[config.mk]
export PLATFORM = sky130hd
export DESIGN_NAME = pairwise_borrow_mult
export DESIGN_NICKNAME = d
export VERILOG_FILES = /design/src/rtl/pbm_pkg.sv /design/src/rtl/pbm_recoder.sv /design/src/rtl/pbm_addend.sv /design/src/rtl/pbm_rst_sync.sv /design/src/rtl/pairwise_borrow_mult.sv
export SDC_FILE = /design/constraint.sdc
export NUM_CORES = 1
export LEC_CHECK = 0
export ABC_CLOCK_PERIOD_IN_PS = 4310
export BUFFER_PORTS_ARGS = -buffer_cell sky130_fd_sc_hd__buf_2
export CORE_UTILIZATION = 66
export CTS_BUF_LIST = sky130_fd_sc_hd__clkbuf_8
export DETAILED_ROUTE_END_ITERATION = 10
export PLACE_DENSITY = 0.86
export SLEW_MARGIN = 25
export SYNTH_ARGS = -nofsm -noshare
export SYNTH_HDL_FRONTEND = slang
export SYNTH_SLANG_ARGS = --single-unit
[constraint.sdc]
create_clock -name clk -period 4.31 [get_ports clk]
set_input_delay 0.2155 -clock clk [delete_from_list [all_inputs] [get_ports clk]]
set_output_delay 0.2155 -clock clk [all_outputs]
set_load 0.03 [all_outputs]
[src/rtl/pbm_pkg.sv]
`timescale 1ns/1ps
package pbm_pkg;

  // recoder state: whether a carry of one is owed to the current pair
  typedef enum logic {
    MODE_NORM   = 1'b0,
    MODE_BORROW = 1'b1
  } mode_e;

  // action applied to the running sum for one pair
  typedef enum logic [1:0] {
    ACT_NONE = 2'd0,
    ACT_ADD1 = 2'd1,
    ACT_ADD2 = 2'd2,
    ACT_SUB1 = 2'd3
  } act_e;

  typedef enum logic [1:0] {
    ST_IDLE = 2'd0,
    ST_PAIR = 2'd1,
    ST_FIX  = 2'd2
  } state_e;

endpackage

[src/rtl/pbm_recoder.sv]
`timescale 1ns/1ps
module pbm_recoder
  import pbm_pkg::*;
(
  input  logic [1:0] pair_i,
  input  mode_e      mode_i,
  output act_e       act_o,
  output mode_e      mode_o
);

  // effective digit = pair + pending borrow; digit 3 -> -1 with carry, 4 -> 0 with carry
  always_comb begin
    act_o  = ACT_NONE;
    mode_o = mode_i;
    unique case ({mode_i, pair_i})
      {MODE_NORM, 2'b00}:   begin act_o = ACT_NONE; mode_o = MODE_NORM;   end
      {MODE_NORM, 2'b01}:   begin act_o = ACT_ADD1; mode_o = MODE_NORM;   end
      {MODE_NORM, 2'b10}:   begin act_o = ACT_ADD2; mode_o = MODE_NORM;   end
      {MODE_NORM, 2'b11}:   begin act_o = ACT_SUB1; mode_o = MODE_BORROW; end
      {MODE_BORROW, 2'b00}: begin act_o = ACT_ADD1; mode_o = MODE_NORM;   end
      {MODE_BORROW, 2'b01}: begin act_o = ACT_ADD2; mode_o = MODE_NORM;   end
      {MODE_BORROW, 2'b10}: begin act_o = ACT_SUB1; mode_o = MODE_BORROW; end
      {MODE_BORROW, 2'b11}: begin act_o = ACT_NONE; mode_o = MODE_BORROW; end
      default:              begin act_o = ACT_NONE; mode_o = mode_i;      end
    endcase
  end

endmodule

[src/rtl/pbm_addend.sv]
`timescale 1ns/1ps
module pbm_addend
  import pbm_pkg::*;
#(
  parameter int W  = 14,
  parameter int HW = W + 4
) (
  input  act_e                  act_i,
  input  logic [W-1:0]          mcand_i,
  output logic signed [HW-1:0]  addend_o
);

  logic signed [HW-1:0] m_ext;

  assign m_ext = $signed({{(HW-W){1'b0}}, mcand_i});

  always_comb begin
    unique case (act_i)
      ACT_ADD1: addend_o = m_ext;
      ACT_ADD2: addend_o = m_ext <<< 1;
      ACT_SUB1: addend_o = -m_ext;
      default:  addend_o = '0;
    endcase
  end

endmodule

[src/rtl/pbm_rst_sync.sv]
`timescale 1ns/1ps
module pbm_rst_sync (
  input  logic clk,
  input  logic rst_n_in,
  output logic rst_n_out
);

  logic [1:0] stage_q;

  always_ff @(posedge clk or negedge rst_n_in) begin
    if (!rst_n_in) stage_q <= 2'b00;
    else           stage_q <= {stage_q[0], 1'b1};
  end

  assign rst_n_out = stage_q[1];

endmodule

[src/rtl/pairwise_borrow_mult.sv]
`timescale 1ns/1ps
module pairwise_borrow_mult
  import pbm_pkg::*;
#(
  parameter int W = 14
) (
  input  logic             clk,
  input  logic             rst_n,
  input  logic             start,
  input  logic [W-1:0]     mcand,
  input  logic [W-1:0]     mplier,
  output logic [2*W-1:0]   product,
  output logic             busy,
  output logic             done
);

  localparam int NPAIR = W / 2;            // pairs after the single low bit
  localparam int PW    = 2 * NPAIR;        // multiplier bits left after bit 0
  localparam int LW    = PW + 1;           // low product bits shifted out
  localparam int HW    = W + 4;            // signed running-sum width
  localparam int CW    = $clog2(NPAIR + 1);
  localparam int FW    = HW + LW;

  logic rst_n_sync;

  state_e               st_q,    st_d;
  logic [CW-1:0]        cnt_q,   cnt_d;
  mode_e                mode_q,  mode_d;
  logic [W-1:0]         m_q,     m_d;
  logic [PW-1:0]        b_q,     b_d;
  logic signed [HW-1:0] h_q,     h_d;
  logic [LW-1:0]        l_q,     l_d;
  logic [2*W-1:0]       prod_q,  prod_d;
  logic                 done_q,  done_d;

  logic                 load_en, pair_en, fix_en, step_en;
  act_e                 act;
  mode_e                mode_nx;
  logic signed [HW-1:0] addend;
  logic signed [HW-1:0] sum;
  logic signed [HW-1:0] corr;
  logic signed [HW-1:0] h_fix;
  logic [FW-1:0]        full;

  pbm_rst_sync u_rst (
    .clk       (clk),
    .rst_n_in  (rst_n),
    .rst_n_out (rst_n_sync)
  );

  pbm_recoder u_rec (
    .pair_i (b_q[1:0]),
    .mode_i (mode_q),
    .act_o  (act),
    .mode_o (mode_nx)
  );

  pbm_addend #(.W(W), .HW(HW)) u_add (
    .act_i    (act),
    .mcand_i  (m_q),
    .addend_o (addend)
  );

  // clock enables
  assign load_en = (st_q == ST_IDLE) && start;
  assign pair_en = (st_q == ST_PAIR);
  assign fix_en  = (st_q == ST_FIX);
  assign step_en = load_en || pair_en;

  // datapath arithmetic
  assign sum   = h_q + addend;
  assign corr  = (mode_q == MODE_BORROW) ? $signed({{(HW-W){1'b0}}, m_q}) : '0;
  assign h_fix = h_q + corr;
  assign full  = {h_fix, l_q};

  // next-state logic
  always_comb begin
    st_d   = st_q;
    cnt_d  = cnt_q;
    mode_d = mode_q;
    m_d    = m_q;
    b_d    = b_q;
    h_d    = h_q;
    l_d    = l_q;
    prod_d = prod_q;
    done_d = 1'b0;
    unique case (st_q)
      ST_IDLE: begin
        if (start) begin
          // bit 0 alone: sum is mcand or zero at weight 1, kept as half plus one shifted bit
          m_d    = mcand;
          b_d    = PW'(mplier >> 1);
          h_d    = mplier[0] ? $signed({{(HW-W+1){1'b0}}, mcand[W-1:1]}) : '0;
          l_d    = {mplier[0] & mcand[0], l_q[LW-1:1]};
          mode_d = MODE_NORM;
          cnt_d  = '0;
          st_d   = ST_PAIR;
        end
      end
      ST_PAIR: begin
        h_d    = sum >>> 2;
        l_d    = {sum[1:0], l_q[LW-1:2]};
        b_d    = b_q >> 2;
        mode_d = mode_nx;
        cnt_d  = cnt_q + 1'b1;
        if (cnt_q == CW'(NPAIR - 1)) st_d = ST_FIX;
      end
      ST_FIX: begin
        prod_d = full[2*W-1:0];
        done_d = 1'b1;
        st_d   = ST_IDLE;
      end
      default: st_d = ST_IDLE;
    endcase
  end

  // registers
  always_ff @(posedge clk or negedge rst_n_sync) begin
    if (!rst_n_sync) begin
      st_q   <= ST_IDLE;
      cnt_q  <= '0;
      mode_q <= MODE_NORM;
      m_q    <= '0;
      b_q    <= '0;
      h_q    <= '0;
      l_q    <= '0;
      prod_q <= '0;
      done_q <= 1'b0;
    end else begin
      st_q   <= st_d;
      done_q <= done_d;
      if (load_en) begin
        m_q <= m_d;
      end
      if (step_en) begin
        cnt_q  <= cnt_d;
        mode_q <= mode_d;
        b_q    <= b_d;
        h_q    <= h_d;
        l_q    <= l_d;
      end
      if (fix_en) begin
        prod_q <= prod_d;
      end
    end
  end

  assign product = prod_q;
  assign busy    = (st_q != ST_IDLE);
  assign done    = done_q;

endmodule

Word level (Yosys, flattened, before mapping) --
Memory sizes are Yosys's and may differ from the RTL's. Cells that the tools add are included.
Word-level totals: bits in registers 98, word-level logic and storage cells 49, output and inout bits 30, memories 1, input port bits 31, ROM bits 24
Cells by class: bitwise gates (word level) 1, add/sub/neg operators 4, equality and inequality tests 8, reductions and logical operators 8, mux-type cells 17
Memory list:
- (no name shown) | words 8, bits a word 3, rd ports 1, clocked after Yosys merged registers in 0, write ports 0, line pbm_recoder.sv:15 | unique case ({mode_i, pair_i})
Operators with widths (count):
- $pmux W18 S3 | 1
- $pmux W18 S2 | 1
- $pmux W15 S2 | 1
- $pmux W14 S2 | 1
- $mux W13 | 2
- $add A18 B18 Y18 | 1
- $mux W18 | 1
- $neg A14 Y18 | 1
- $mux W15 | 1
- $mux W14 | 1
- $add A13 B13 Y13 | 1
- $eq A2 B2 Y1 const B | 3
- $pmux W3 S2 | 1
- $reduce_and A3 Y1 | 2
- $eq A2 B1 Y1 const B | 2
- $mux W2 | 2
- $pmux W2 S2 | 1
- $reduce_bool A2 Y1 | 2
- $add A3 B1 Y3 const B | 1
- $eq A3 B3 Y1 const B | 1
- $mux W3 | 1
- $logic_not A2 Y1 | 1
- $mux W1 | 2
- $ne A2 B1 Y1 const B | 1
- 6 further kinds | 6

Logic depth before layout (Yosys ltp) --
An unclocked memory read counts as a cell.
word-level depth 5, gate-level depth with buffers 16

Modules after synthesis --
A second synthesis with hierarchy kept.
Second synthesis, totals: cells, all modules 649, area total of the unflattened synthesis 5972.0 µm²
Modules (own cells, without submodules):
- pairwise_borrow_mult | times used 1, area an instance 5197.5 µm², cells each 535
- pbm_addend | times used 1, area an instance 641.9 µm², cells each 101
- pbm_recoder | times used 1, area an instance 78.8 µm², cells each 10
- pbm_rst_sync | times used 1, area an instance 53.8 µm², cells each 3

Worst setup path before layout --
No wires, ideal clock.
path type register -> register, from register b_q[0], to register h_q[16], slack 0.745 ns, required time 4.182 ns, stages on the path, launching flop included 17, path buffers 1, arrival 3.437 ns, cells stage by stage dfrtp_1 inv_1 ha_1 nand2_1 o21ai_1 clkbuf_1 o31ai_1 a21oi_1 o21ai_0 ha_1 a2111oi_2 o21ai_1 a2111oi_2 nor3_2 and3_1 o221ai_1 o21ai_1
Between the ends: word-level cells in the longest chain between the ends 5, elaborated cells on any way between the ends 7
Ends and longest elaborated chain:
- from (decl) | line pairwise_borrow_mult.sv:30 | logic [PW-1:0] b_q, b_d;
- from (signal assigned) | line pairwise_borrow_mult.sv:124 | b_q <= '0;
- from (signal assigned) | line pairwise_borrow_mult.sv:138 | b_q <= b_d;
- $mem_v2 Z8 W3 *
- $eq A2 B2 Y1 / $eq A2 B1 Y1 (equally long branches) | line pbm_addend.sv:18 | unique case (act_i)
- $pmux W18 S3 * | line pbm_addend.sv:18
- $add A18 B18 Y18 * | line pairwise_borrow_mult.sv:71 | assign sum = h_q + addend;
- $pmux W18 S2 * | line pairwise_borrow_mult.sv:87 | unique case (st_q)
- to (signal assigned) | line pairwise_borrow_mult.sv:125 | h_q <= '0;
- to (signal assigned) | line pairwise_borrow_mult.sv:139 | h_q <= h_d;
- to (decl) | line pairwise_borrow_mult.sv:31 | logic signed [HW-1:0] h_q, h_d;
Every way passes the cells marked *; elsewhere a longest branch is shown, timed or not. A chain may end at the register's enable or synchronous reset.

Worst setup path in the final report --
from register mode_q, to register h_q[13]
Between the ends: word-level cells in the longest chain between the ends 5, elaborated cells on any way between the ends 7
Ends and longest elaborated chain:
- from (decl) | line pairwise_borrow_mult.sv:28 | mode_e mode_q, mode_d;
- from (signal assigned) | line pairwise_borrow_mult.sv:137 | mode_q <= mode_d;
- $mem_v2 Z8 W3 *
- $eq A2 B2 Y1 / $eq A2 B1 Y1 (equally long branches) | line pbm_addend.sv:18
- $pmux W18 S3 * | line pbm_addend.sv:18
- $add A18 B18 Y18 * | line pairwise_borrow_mult.sv:71
- $pmux W18 S2 * | line pairwise_borrow_mult.sv:87
Marks and branches as above.

==> out/qor.txt <==
Final GP Congestion: 0.9829
pre-CTS setup slack: 374.8 ps
CTS clk-pin slew, worst paths: 100 ps
Filler Cell Count: 662
syn_nets: 744
crit path DAT: 4320 ps
Synth Area per Inst: 8.705 µm²
vias post-DR: 5153
first drt pass iteration count: 9
Placed Cells: 819
Switch Pwr: 2.586 mW
Max Cap Violations: 0
Synth Instances: 676
synth-to-layout area growth: 10.38%
Worst Hold Margin: 59.19 ps
maximum clock path buffer count: 2
fin worst setup slack: 250.6 ps
vias per cell: 6.164
port bufs: 60
register bit total from synthesis: 95
Comb power frac: 56.7%
Synth area leaders: dfrtp_1 (40%), nand2_1 (8.7%), ha_1 (7.4%), o21ai_0 (4.6%), mux2i_1 (4.1%)
Sequential Area: 0.002381 mm²
Leak: 3.037 nW
nature of the critical path endpoint: register
switching share of power: 48.82%
initial antenna violation count: 0
Initial Util: 67.81%
Worst-Margin Slew: 850.7 ps
Final Cell Area: 0.006495 mm²
Async SR Flop Fraction: 100.0%
Initial DRC Count: 423
reg2reg setup slack: 250 ps
Worst Skew: 14.41 ps
largest net degree at the start of global routing: 54
fraction of layout cells with a size suffix above 1: 15.38%
Most Frequent Cell on Critical Path: o21ai_1
CTS tree: yes
Flop pwr share: 32.0%
setup bufs post-CTS: 0
Post-DRT Antenna Nets: 0
Nets: 791
CTS sink cnt: 95
first-pass GRT wire length: 22340 µm
EDFF count, synth: 0
antenna cells: 0
Hold Vio Cnt, Final: 0
Commonest cells post-synth: nand2_1 (137), dfrtp_1 (95), o21ai_0 (54), a21oi_1 (39), ha_1 (35)
CP peak stage delay: 740 ps
fmax: 0.2463 GHz
failing checks: design-rule violations
Ys Warns: 0
DIE AREA: 0.009298 mm²
Worst Hold Class: primary input to register
drt drc: 1
area of the mapped netlist: 0.005884 mm²
Synth Flop Type: dfrtp_1
Die H: 96.43 µm
power per cell area: 815.6 mW/mm²
Rel. slew slack: 43.29%
CP cell instances: nand2_1 -> o21ai_1 -> buf_4 -> o21ai_0 -> nor2_1 -> a21oi_1 -> o21ai_0 -> ha_1 -> a2111oi_2 -> o21ai_1 -> a2111oi_2 -> o31ai_1 -> a21oi_1 -> xor2_1 -> o21ai_1
placed instance area: 0.006289 mm²
Num CTS Buffers: 9
slowest CP cell: dfrtp_1
H-tree level count: 3
clock network fraction of total power: 11.3%
fin crit share: 94.19%
DP HPWL: 10240 µm
fin cells: 836
Final setup viols: 0
floorplan row count: 34
required time of the critical path: 4570 ps
setup TNS: 0 ps
fin crit period: 4059 ps
outcome: finished, violations left
Yosys top cell area share: 40.40%
vias in the first global route: 4726
total grt overflow: 0
Pins Over Slew Limit: 0
VDD IR max: 0.6439 mV
Core ar.: 0.008678 mm²
Worst Setup Path Type: register to register
I/O Pins: 61
most instantiated library cell after synthesis: nand2_1
clk root buf: clkbuf_8
Max FO, Critical Path: 22
Skew-Pair Late Insertion Delay: 380 ps
Worst setup SP type: register
RSZ-0062 raised after global routing: false
count of different cell masters after synthesis: 58
Int Power: 2.711 mW
leading area contributor after synthesis: dfrtp_1
area of the multi-input gates: 0.003302 mm²
final wirelength: 14190 µm
all-layer global routing usage: 31.92%
chip width: 96.43 µm
sequential area share after synthesis: 40.40%
wire length per cell: 16.97 µm
[cell families (layout without fill, tap and decap cells)]
group	after synthesis	count (layout)	share of synthesized area, %
DFF	95	95	40.40
and+or+nand+nor	238	238	18.07
adders and majority gates	37	37	8.123
other	1	1	0.06373
AOI/OAI and AO/OA	187	187	19.48
buffers and inverters	57	109	3.806
xor gates and xnor gates	26	26	3.870
muxes	35	35	6.188
[path summary, 6_finish.rpt]
check,cells after the start,start,end
worst max-delay path,15,mode_q,h_q[13]
worst min-delay path,2,mplier[13],b_q[12]
worst max register to register,15,mode_q,h_q[13]
worst min register to register,0,u_rst.stage_q[1],product[10]
max in group asynchronous,1,u_rst.stage_q[1],m_q[0]
min in group asynchronous,2,rst_n,u_rst.stage_q[1]
[metal layers]
| metal | part of all wire (%) | GRT usage, % | vias to the layer above | wire, µm |
|---|---|---|---|---|
| li1 | - | - | 2466 | - |
| met1 | 43 | 42.27 | 2432 | 6130 |
| met2 | 47 | 51.42 | 206 | 6629 |
| met3 | 6.3 | 4.851 | 49 | 900 |
| met4 | 3.7 | 15.56 | 0 | 530 |
| met5 | 0 | 0 | - | 0 |
[critical path: cells and delay by family (launching register included)]
family | cells | cell delay (ps)
XOR/XNOR | 1 | 180
AND/OR/NAND/NOR | 2 | 300
AO/OA/AOI/OAI | 10 | 2140
buffers and inverters | 1 | 240
flip-flops | 1 | 740
adder cells (fa/ha/maj) | 1 | 350
[timing repair]
action,4_1_cts,5_1_grt
gates resized for setup,0,0
endpoints found under the hold margin,2,0
hold buffers,1,0
[registers in the layout, summed over array words and instances (netlist names)]
name	count
b_q	13
cnt_q	3
done	1
h_q	16
l_q	15
m_q	14
mode_q	1
product	28
st_q	2
u_rst.stage_q	2
[placed cells by master (no fill, tap or decap), drive strengths merged, types with 4 or more instances in the layout]
cell type and count:
dfrtp 95, nand2b 4, and2 11, buf 68
xnor2 11, o211ai 9, o21ai 78, o22ai 4
mux2i 24, and3 5, xor2 15, o21a 7
nor2b 5, nand3 13, nor2 34, a31oi 10
nor3 15, ha 35, a211oi 7, clkbuf 9
nand2 137, a21oi 39, o31ai 4, mux2 11
a21o 8, inv 27, o221ai 4
[power groups by stage]
| stage | Sequential (mW) | Clock [mW] | Combinational, mW |
|---|---|---|---|
| global route | 1.76 | 0.633 | 3.32 |
| detailed placement | 1.71 | 0 | 2.95 |
| floorplan | 1.78 | 0 | 2.13 |
| global placement | 1.68 | 0 | 2.83 |
| CTS | 1.69 | 0.602 | 2.98 |
| finish | 1.70 | 0.596 | 3.00 |
[final cells by class]
class | count | area share, %
multi-input combinational | 524 | 50.84
sequential | 95 | 36.66
timing repair buffer | 69 | 6.010
tap | 108 | 2.081
clock buffer | 9 | 1.907
inverter | 24 | 1.387
clock inverter | 7 | 1.117
[per-stage QoR]
| step | utilization, % | total power [mW] |
|---|---|---|
| after floorplan | - | 3.910 |
| after global placement | 72.15 | 4.518 |
| after detailed placement | 72.46 | 4.662 |
| after CTS | 74.84 | 5.269 |
| after global routing | 74.84 | 5.716 |
| final | 74.84 | 5.297 |
(Power assumes the default switching activity.)
